<file path="src/rtl/sq_pkg.sv">
package sq_pkg;
  typedef enum logic {
    SQ_CONSERVATIVE  = 1'b0,
    SQ_OPPORTUNISTIC = 1'b1
  } sq_mode_e;
endpackage

</file>
<file path="src/rtl/sq_ptr_ctrl.sv">
module sq_ptr_ctrl #(
  parameter int DEPTH = 8,
  localparam int IDXW = $clog2(DEPTH),
  localparam int PTRW = IDXW + 1
) (
  input  logic            clk,
  input  logic            rst_n,
  input  logic            clear,
  input  logic            push,
  input  logic            pop,
  output logic [PTRW-1:0] head_ptr,
  output logic [PTRW-1:0] tail_ptr,
  output logic            full,
  output logic            empty
);
  always_ff @(posedge clk or negedge rst_n) begin
    if (!rst_n) begin
      head_ptr <= '0;
      tail_ptr <= '0;
    end else if (clear) begin
      head_ptr <= '0;
      tail_ptr <= '0;
    end else begin
      if (push) tail_ptr <= tail_ptr + 1'b1;
      if (pop)  head_ptr <= head_ptr + 1'b1;
    end
  end

  // same slot index, opposite lap bit => full
  assign full  = (head_ptr[IDXW-1:0] == tail_ptr[IDXW-1:0]) &&
                 (head_ptr[IDXW] != tail_ptr[IDXW]);
  assign empty = (head_ptr == tail_ptr);
endmodule

</file>
<file path="src/rtl/sq_store_array.sv">
module sq_store_array #(
  parameter int DEPTH = 8,
  parameter int AW    = 32,
  parameter int DW    = 32,
  localparam int IDXW = $clog2(DEPTH)
) (
  input  logic                     clk,
  input  logic                     rst_n,
  input  logic                     clear,
  input  logic                     push,
  input  logic [IDXW-1:0]          push_slot,
  input  logic                     wr_en,
  input  logic [IDXW-1:0]          wr_slot,
  input  logic [AW-1:0]            wr_addr,
  input  logic [DW-1:0]            wr_data,
  input  logic                     pop,
  input  logic [IDXW-1:0]          pop_slot,
  output logic [DEPTH-1:0]         used,
  output logic [DEPTH-1:0]         known,
  output logic [DEPTH-1:0][AW-1:0] addr_q,
  output logic [DEPTH-1:0][DW-1:0] data_q
);
  for (genvar i = 0; i < DEPTH; i++) begin : g_slot
    always_ff @(posedge clk or negedge rst_n) begin
      if (!rst_n) begin
        used[i]  <= 1'b0;
        known[i] <= 1'b0;
      end else if (clear) begin
        used[i]  <= 1'b0;
        known[i] <= 1'b0;
      end else if (push && push_slot == IDXW'(i)) begin
        used[i]  <= 1'b1;
        known[i] <= 1'b0;
      end else if (pop && pop_slot == IDXW'(i)) begin
        used[i]  <= 1'b0;
        known[i] <= 1'b0;
      end else if (wr_en && wr_slot == IDXW'(i)) begin
        known[i] <= 1'b1;
      end
    end

    always_ff @(posedge clk) begin
      if (wr_en && wr_slot == IDXW'(i)) begin
        addr_q[i] <= wr_addr;
        data_q[i] <= wr_data;
      end
    end
  end
endmodule

</file>
<file path="src/rtl/sq_fwd_search.sv">
module sq_fwd_search
  import sq_pkg::*;
#(
  parameter int DEPTH = 8,
  parameter int AW    = 32,
  parameter int DW    = 32,
  localparam int IDXW = $clog2(DEPTH),
  localparam int PTRW = IDXW + 1
) (
  input  logic [PTRW-1:0]          head_ptr,
  input  logic [DEPTH-1:0]         used,
  input  logic [DEPTH-1:0]         known,
  input  logic [DEPTH-1:0][AW-1:0] addr_q,
  input  logic [DEPTH-1:0][DW-1:0] data_q,
  input  sq_mode_e                 mode,
  input  logic [AW-1:0]            ld_addr,
  input  logic [PTRW-1:0]          ld_pos,
  output logic                     hit,
  output logic                     stall,
  output logic [DW-1:0]            fwd_data
);
  logic [PTRW-1:0] older_cnt;
  logic            raw_hit;
  logic            unk_seen;
  logic [DW-1:0]   raw_data;

  assign older_cnt = ld_pos - head_ptr;

  // walk from oldest to youngest; a later match overwrites, so the
  // youngest older match is what remains
  always_comb begin
    logic [IDXW-1:0] s;
    raw_hit  = 1'b0;
    unk_seen = 1'b0;
    raw_data = '0;
    for (int j = 0; j < DEPTH; j++) begin
      s = head_ptr[IDXW-1:0] + IDXW'(j);
      if ((PTRW'(j) < older_cnt) && used[s]) begin
        if (!known[s]) begin
          unk_seen = 1'b1;
        end else if (addr_q[s] == ld_addr) begin
          raw_hit  = 1'b1;
          raw_data = data_q[s];
        end
      end
    end
  end

  assign stall    = (mode == SQ_CONSERVATIVE) && unk_seen;
  assign hit      = raw_hit && !stall;
  assign fwd_data = hit ? raw_data : '0;
endmodule

</file>
<file path="src/rtl/store_queue.sv">
module store_queue
  import sq_pkg::*;
#(
  parameter int DEPTH = 8,
  parameter int AW    = 32,
  parameter int DW    = 32,
  localparam int IDXW = $clog2(DEPTH),
  localparam int PTRW = IDXW + 1
) (
  input  logic            clk,
  input  logic            rst_n,
  input  logic            clear,
  input  logic            mode_opp,
  input  logic            disp_valid,
  output logic            disp_ready,
  output logic [IDXW-1:0] disp_idx,
  output logic [PTRW-1:0] disp_pos,
  input  logic            exec_valid,
  input  logic [IDXW-1:0] exec_slot,
  input  logic [AW-1:0]   exec_addr,
  input  logic [DW-1:0]   exec_data,
  input  logic            retire_ok,
  output logic            dc_valid,
  input  logic            dc_ready,
  output logic [AW-1:0]   dc_addr,
  output logic [DW-1:0]   dc_data,
  input  logic [AW-1:0]   ld_addr,
  input  logic [PTRW-1:0] ld_pos,
  output logic            ld_hit,
  output logic            ld_stall,
  output logic [DW-1:0]   ld_data
);
  logic [PTRW-1:0]          head_ptr, tail_ptr;
  logic                     full, empty;
  logic                     push, pop, wr_en;
  logic [DEPTH-1:0]         used, known;
  logic [DEPTH-1:0][AW-1:0] addr_q;
  logic [DEPTH-1:0][DW-1:0] data_q;
  logic [IDXW-1:0]          head_idx;
  sq_mode_e                 mode;

  assign head_idx   = head_ptr[IDXW-1:0];
  assign disp_ready = !full;
  assign disp_idx   = tail_ptr[IDXW-1:0];
  assign disp_pos   = tail_ptr;
  assign push       = disp_valid && !full;
  assign wr_en      = exec_valid && used[exec_slot] && !known[exec_slot];
  assign dc_valid   = retire_ok && !empty && known[head_idx];
  assign pop        = dc_valid && dc_ready;
  assign dc_addr    = addr_q[head_idx];
  assign dc_data    = data_q[head_idx];
  assign mode       = mode_opp ? SQ_OPPORTUNISTIC : SQ_CONSERVATIVE;

  sq_ptr_ctrl #(.DEPTH(DEPTH)) u_ptr (
    .clk(clk), .rst_n(rst_n), .clear(clear), .push(push), .pop(pop),
    .head_ptr(head_ptr), .tail_ptr(tail_ptr), .full(full), .empty(empty)
  );

  sq_store_array #(.DEPTH(DEPTH), .AW(AW), .DW(DW)) u_arr (
    .clk(clk), .rst_n(rst_n), .clear(clear),
    .push(push), .push_slot(tail_ptr[IDXW-1:0]),
    .wr_en(wr_en), .wr_slot(exec_slot), .wr_addr(exec_addr), .wr_data(exec_data),
    .pop(pop), .pop_slot(head_idx),
    .used(used), .known(known), .addr_q(addr_q), .data_q(data_q)
  );

  sq_fwd_search #(.DEPTH(DEPTH), .AW(AW), .DW(DW)) u_srch (
    .head_ptr(head_ptr), .used(used), .known(known),
    .addr_q(addr_q), .data_q(data_q), .mode(mode),
    .ld_addr(ld_addr), .ld_pos(ld_pos),
    .hit(ld_hit), .stall(ld_stall), .fwd_data(ld_data)
  );
endmodule

</file>
<file path="config.mk">
export PLATFORM = sky130hd
export DESIGN_NAME = store_queue
export DESIGN_NICKNAME = d
export VERILOG_FILES = /design/src/rtl/sq_pkg.sv /design/src/rtl/sq_ptr_ctrl.sv /design/src/rtl/sq_store_array.sv /design/src/rtl/sq_fwd_search.sv /design/src/rtl/store_queue.sv
export SDC_FILE = /design/constraint.sdc
export NUM_CORES = 2
export LEC_CHECK = 0
export BUFFER_PORTS_ARGS = -buffer_cell sky130_fd_sc_hd__buf_2
export CAP_MARGIN = 40
export CORE_UTILIZATION = 60
export DETAILED_ROUTE_END_ITERATION = 16
export PLACE_DENSITY_LB_ADDON = 0.05
export SKIP_CTS_REPAIR_TIMING = 1
export SYNTH_ARGS = -nofsm -noshare
export SYNTH_HDL_FRONTEND = slang
export SYNTH_SLANG_ARGS = --single-unit
</file>
<file path="constraint.sdc">
create_clock -name clk -period 11.2 [get_ports clk]
set_input_delay 0.56 -clock clk [delete_from_list [all_inputs] [get_ports clk]]
set_output_delay 0.56 -clock clk [all_outputs]
set_load 0.005 [all_outputs]
</file>
==> run_summary.xml <==
<?xml version="1.0" encoding="UTF-8"?>
<metrics>
  <group name="outcome">
    <metric name="status" unit="">complete, no violations</metric>
  </group>
  <group name="timing">
    <metric name="timing.final.setup_violations" unit="">0</metric>
    <metric name="worst-slew-pin-transition" unit="ps">1130</metric>
    <metric name="rsz0062_at_grt" unit="">false</metric>
    <metric name="worst_slew_margin_rel" unit="%">24.4</metric>
    <metric name="setup-tns-final" unit="ps">0</metric>
    <metric name="period_share" unit="%">77.7</metric>
    <metric name="max_clock_freq" unit="MHz">115</metric>
    <metric name="skew" unit="ps">27.0</metric>
    <metric name="slew_viol_final" unit="">0</metric>
    <metric name="finalWorstPathRequiredPeriod" unit="ps">8710</metric>
    <metric name="final_hold_viol_count" unit="">0</metric>
  </group>
  <group name="drt">
    <metric name="detail-route-antenna-nets" unit="">0</metric>
    <metric name="route.detailed.drc" unit="">0</metric>
    <metric name="vias_per_cell" unit="">7.90</metric>
    <metric name="via_count" unit="">37628</metric>
    <metric name="drt-pass1-iter-count" unit="">9</metric>
    <metric name="drtIter0Drc" unit="">5709</metric>
    <metric name="wl_per_cell" unit="µm">36.0</metric>
    <metric name="overall_routed_net_length" unit="µm">172000</metric>
  </group>
  <group name="clock_tree">
    <metric name="clock_buffers_created_by_tritoncts" unit="">60</metric>
    <metric name="numClockSinks" unit="">536</metric>
    <metric name="clock_tree.htree_level_count" unit="">2</metric>
    <metric name="clk-insertion-delay-late" unit="ps">680</metric>
    <metric name="cts_tree" unit="">done</metric>
    <metric name="clock_path_buffers" unit="">3</metric>
    <metric name="root_buffer" unit="">sky130_fd_sc_hd__clkbuf_16</metric>
    <metric name="cts.reportedPaths.clkPinSlew" unit="ps">60</metric>
  </group>
  <group name="placement">
    <metric name="placed_cell_area" unit="µm²">48900</metric>
    <metric name="routabilityCongestion" unit="">1.01</metric>
    <metric name="placed_cells" unit="">4635</metric>
    <metric name="place.port_buffers" unit="">217</metric>
    <metric name="place_hpwl" unit="µm">115000</metric>
  </group>
  <group name="floorplan">
    <metric name="initial_core_util" unit="%">60.7</metric>
    <metric name="top_level_ports" unit="">218</metric>
    <metric name="die_h" unit="µm">282</metric>
    <metric name="core_area" unit="µm²">77500</metric>
    <metric name="dieArea" unit="µm²">79500</metric>
    <metric name="die_width" unit="µm">282</metric>
    <metric name="num_rows" unit="">102</metric>
  </group>
  <group name="yosys">
    <metric name="syn-mean-instance-area" unit="µm²">12.9</metric>
    <metric name="synthCells" unit="">3634</metric>
    <metric name="yosysWarningCount" unit="">0</metric>
    <metric name="yosys-mux-area-fraction" unit="%">41.0</metric>
    <metric name="synth-main-ff-cell" unit="">sky130_fd_sc_hd__edfxtp_1</metric>
    <metric name="synth-seq-cells" unit="">536</metric>
    <metric name="synth_cell_type_count" unit="">85</metric>
    <metric name="postSynth.asyncResetShare" unit="%">4.48</metric>
    <metric name="yosys.area_share.adder" unit="%">0.495</metric>
    <metric name="synth_simple_gate_area_share" unit="%">7.79</metric>
    <metric name="synth-seq-area-share" unit="%">34.0</metric>
    <metric name="synth_compound_gate_area_share" unit="%">8.03</metric>
    <metric name="synth_enable_flop_cells" unit="">512</metric>
    <metric name="synthesis.area" unit="µm²">47000</metric>
    <metric name="dominant_combinational_cell_family_by_area_after_synthesis" unit="">multiplexers</metric>
    <metric name="synth_fp_nets" unit="">3763</metric>
    <metric name="share_of_the_synthesized_netlist_area_taken_by_xor_and_xnor_gates" unit="%">4.51</metric>
  </group>
  <group name="hold_path">
    <metric name="hp-class" unit="">in -&gt; reg</metric>
    <metric name="hold_depth" unit="">1</metric>
    <metric name="timing.hold.worst.start" unit="">exec_data[25]</metric>
    <metric name="whs_endpoint" unit="">u_arr.data_q[89]</metric>
  </group>
  <group name="pwr">
    <metric name="p_leak" unit="µW">0.0165</metric>
    <metric name="peak_ir_drop_on_the_vdd_network" unit="mV">0.192</metric>
    <metric name="power_density" unit="nW/µm²">91.8</metric>
  </group>
  <group name="global_route">
    <metric name="grt-ovfl-total" unit="">0</metric>
    <metric name="grt_start_max_net_pins" unit="">159</metric>
    <metric name="grt_pass1_vias" unit="">36192</metric>
    <metric name="grtUsageTotal" unit="%">42.9</metric>
    <metric name="grt_first_pass_wirelength" unit="µm">247000</metric>
    <metric name="number_of_antenna_violations_at_the_first_check_in_global_routing" unit="">24</metric>
  </group>
  <group name="setup_path">
    <metric name="timing.rr.end" unit="">u_ptr.head_ptr[3]</metric>
    <metric name="worst-endpoint-required" unit="ps">10640</metric>
    <metric name="worst_r2r_startpoint" unit="">u_ptr.head_ptr[2]</metric>
    <metric name="r2r.worst_path.cells" unit="">9</metric>
    <metric name="worst_setup_path_start_kind" unit="">register</metric>
    <metric name="critPathArrivalTime" unit="ps">8150</metric>
    <metric name="end_kind" unit="">output pin</metric>
    <metric name="timing_worst_setup_path_type" unit="">reg -&gt; out</metric>
    <metric name="crit_path_max_fanout" unit="">58</metric>
    <metric name="r2r_slack" unit="ps">7700</metric>
  </group>
  <group name="layout">
    <metric name="final_cell_area" unit="µm²">51200</metric>
    <metric name="drive_gt1_share" unit="%">31.8</metric>
    <metric name="finalNonFillerCells" unit="">4763</metric>
    <metric name="post_layout_nets" unit="">3788</metric>
    <metric name="final.fill_count" unit="">5554</metric>
    <metric name="flow.area_growth_from_synthesis" unit="%">8.95</metric>
  </group>
  <group name="flow_run">
    <metric name="timing.max_cap.violations" unit="">0</metric>
  </group>
</metrics>
through the flow:
step	utilization, %	hold WS (ps)	setup WS, ps	power, µW
global placement	62.5	568	3190	2510
finish	66.1	149	2490	4700
CTS	66.0	-113	2960	4700
global route	66.1	155	2540	4790
detailed placement	63.2	576	3660	2510
floorplan	-	264	2900	2380
cell families after synthesis:
family | Yosys count
compound gates | 530
fa+ha+maj | 18
simple gates | 748
xor+xnor | 241
buf+inv | 389
flops | 536
mux | 1172
layer usage:
layer  vias to the layer above  share of wire (%)  global-route usage, %
met3                       554                 15                   14.8
met2                      3157                 44                   62.3
met5                         -              0.067                      0
li1                      14978                  -                      -
met1                     18923                 36                   58.5
met4                        16                5.1                   19.0
worst max-delay path by stage:
stage          depth (start not counted)  slack, ps         startpoint                 to
2_1_floorplan                          3       2900       exec_slot[1]  u_arr.addr_q[192]
3_3_place_gp                          16       3190  u_ptr.head_ptr[1]        ld_data[25]
3_5_place_dp                          17       3660  u_ptr.head_ptr[1]        ld_data[25]
4_1_cts                               17       2960  u_ptr.head_ptr[1]        ld_data[25]
5_1_grt                               19       2540  u_ptr.head_ptr[1]        ld_data[17]
6_report                              17       2490  u_ptr.head_ptr[1]        ld_data[25]
Yosys cell counts, types with 32 or more instances:
cell type,number,area share (%)
sky130_fd_sc_hd__edfxtp_1,512,33
sky130_fd_sc_hd__o22ai_1,57,0.76
sky130_fd_sc_hd__o31ai_1,34,0.54
sky130_fd_sc_hd__nand3_1,89,0.95
sky130_fd_sc_hd__o21ai_0,56,0.60
sky130_fd_sc_hd__buf_4,42,0.67
sky130_fd_sc_hd__xnor2_1,170,3.2
sky130_fd_sc_hd__a211oi_1,32,0.51
sky130_fd_sc_hd__xor2_1,70,1.3
sky130_fd_sc_hd__a22oi_1,72,1.2
sky130_fd_sc_hd__nor2_1,76,0.61
sky130_fd_sc_hd__mux4_2,581,28
sky130_fd_sc_hd__nor2b_1,58,0.77
sky130_fd_sc_hd__buf_1,42,0.34
sky130_fd_sc_hd__clkbuf_1,143,1.1
sky130_fd_sc_hd__nand2_1,326,2.6
sky130_fd_sc_hd__a21oi_1,90,0.96
sky130_fd_sc_hd__a311oi_1,32,0.60
sky130_fd_sc_hd__buf_2,111,1.2
sky130_fd_sc_hd__mux2i_1,458,9.8
sky130_fd_sc_hd__a221oi_1,46,0.86
sky130_fd_sc_hd__mux2_2,124,3.0
where the power goes:
group	switching [µW]	leakage, µW	internal (µW)
Combinational	179	0.0105	85.6
Clock	877	0.00106	1340
Sequential	15.6	0.00493	2210
critical path, cell delays in order, from the launching register on:
cell and delay (ps):
sky130_fd_sc_hd__dfrtp_4 630, sky130_fd_sc_hd__buf_16 310, sky130_fd_sc_hd__buf_4 810, sky130_fd_sc_hd__buf_4 640, sky130_fd_sc_hd__nand2b_1 220, sky130_fd_sc_hd__buf_4 460
sky130_fd_sc_hd__o22ai_1 160, sky130_fd_sc_hd__a21oi_1 200, sky130_fd_sc_hd__xnor2_1 260, sky130_fd_sc_hd__nor4_1 880, sky130_fd_sc_hd__nand4_1 320, sky130_fd_sc_hd__nor4_2 390
sky130_fd_sc_hd__buf_4 470, sky130_fd_sc_hd__buf_12 320, sky130_fd_sc_hd__mux2i_1 110, sky130_fd_sc_hd__mux2_2 280, sky130_fd_sc_hd__a311oi_1 580, sky130_fd_sc_hd__buf_2 230
placed cells by master (no fill, tap or decap), types with 15 or more instances in the layout:
master	Yosys	routed
sky130_fd_sc_hd__clkbuf_16	0	60
sky130_fd_sc_hd__a21oi_1	90	90
sky130_fd_sc_hd__nand3_1	89	89
sky130_fd_sc_hd__buf_4	42	76
sky130_fd_sc_hd__o221ai_1	15	15
sky130_fd_sc_hd__xor2_1	70	69
sky130_fd_sc_hd__a31oi_1	16	16
sky130_fd_sc_hd__o22ai_1	57	57
sky130_fd_sc_hd__xnor2_1	170	170
sky130_fd_sc_hd__a211o_1	22	22
sky130_fd_sc_hd__edfxtp_1	512	512
sky130_fd_sc_hd__a211oi_1	32	32
sky130_fd_sc_hd__nor2_1	76	74
sky130_fd_sc_hd__a22oi_1	72	72
sky130_fd_sc_hd__mux4_2	581	581
sky130_fd_sc_hd__and3_1	21	21
sky130_fd_sc_hd__buf_2	111	218
sky130_fd_sc_hd__mux2_2	124	124
sky130_fd_sc_hd__nand2_1	326	326
sky130_fd_sc_hd__nor2b_1	58	58
sky130_fd_sc_hd__bufinv_16	0	15
sky130_fd_sc_hd__nor3_1	31	29
sky130_fd_sc_hd__nand4_1	31	31
sky130_fd_sc_hd__o31ai_1	34	34
sky130_fd_sc_hd__nor4_1	21	18
sky130_fd_sc_hd__a311oi_1	32	32
sky130_fd_sc_hd__dfrtp_1	24	21
sky130_fd_sc_hd__mux2i_1	458	458
sky130_fd_sc_hd__nor3b_1	23	21
sky130_fd_sc_hd__o21ai_0	56	56
sky130_fd_sc_hd__inv_1	20	20
sky130_fd_sc_hd__a221oi_1	46	46
flip-flops by register name, indices dropped and copies added (netlist names):
name / count
u_arr.known: 8
u_arr.used: 8
u_ptr.tail_ptr: 4
u_ptr.head_ptr: 4
u_arr.data_q: 256
u_arr.addr_q: 256
final cells by class:
| class | instances | area [µm²] | area share (%) |
|---|---|---|---|
| diodes | 14 | 35.0 | 0.0684 |
| clock buffers | 65 | 1520 | 2.97 |
| clock inverters | 47 | 709 | 1.39 |
| inverters | 29 | 111 | 0.217 |
| multi-input cells | 2709 | 29200 | 57.1 |
| flip-flops and latches | 536 | 16000 | 31.2 |
| well taps | 1040 | 1300 | 2.54 |
| repair buffers | 323 | 2290 | 4.48 |
No activity file was read; power rests on OpenSTA's default activity.
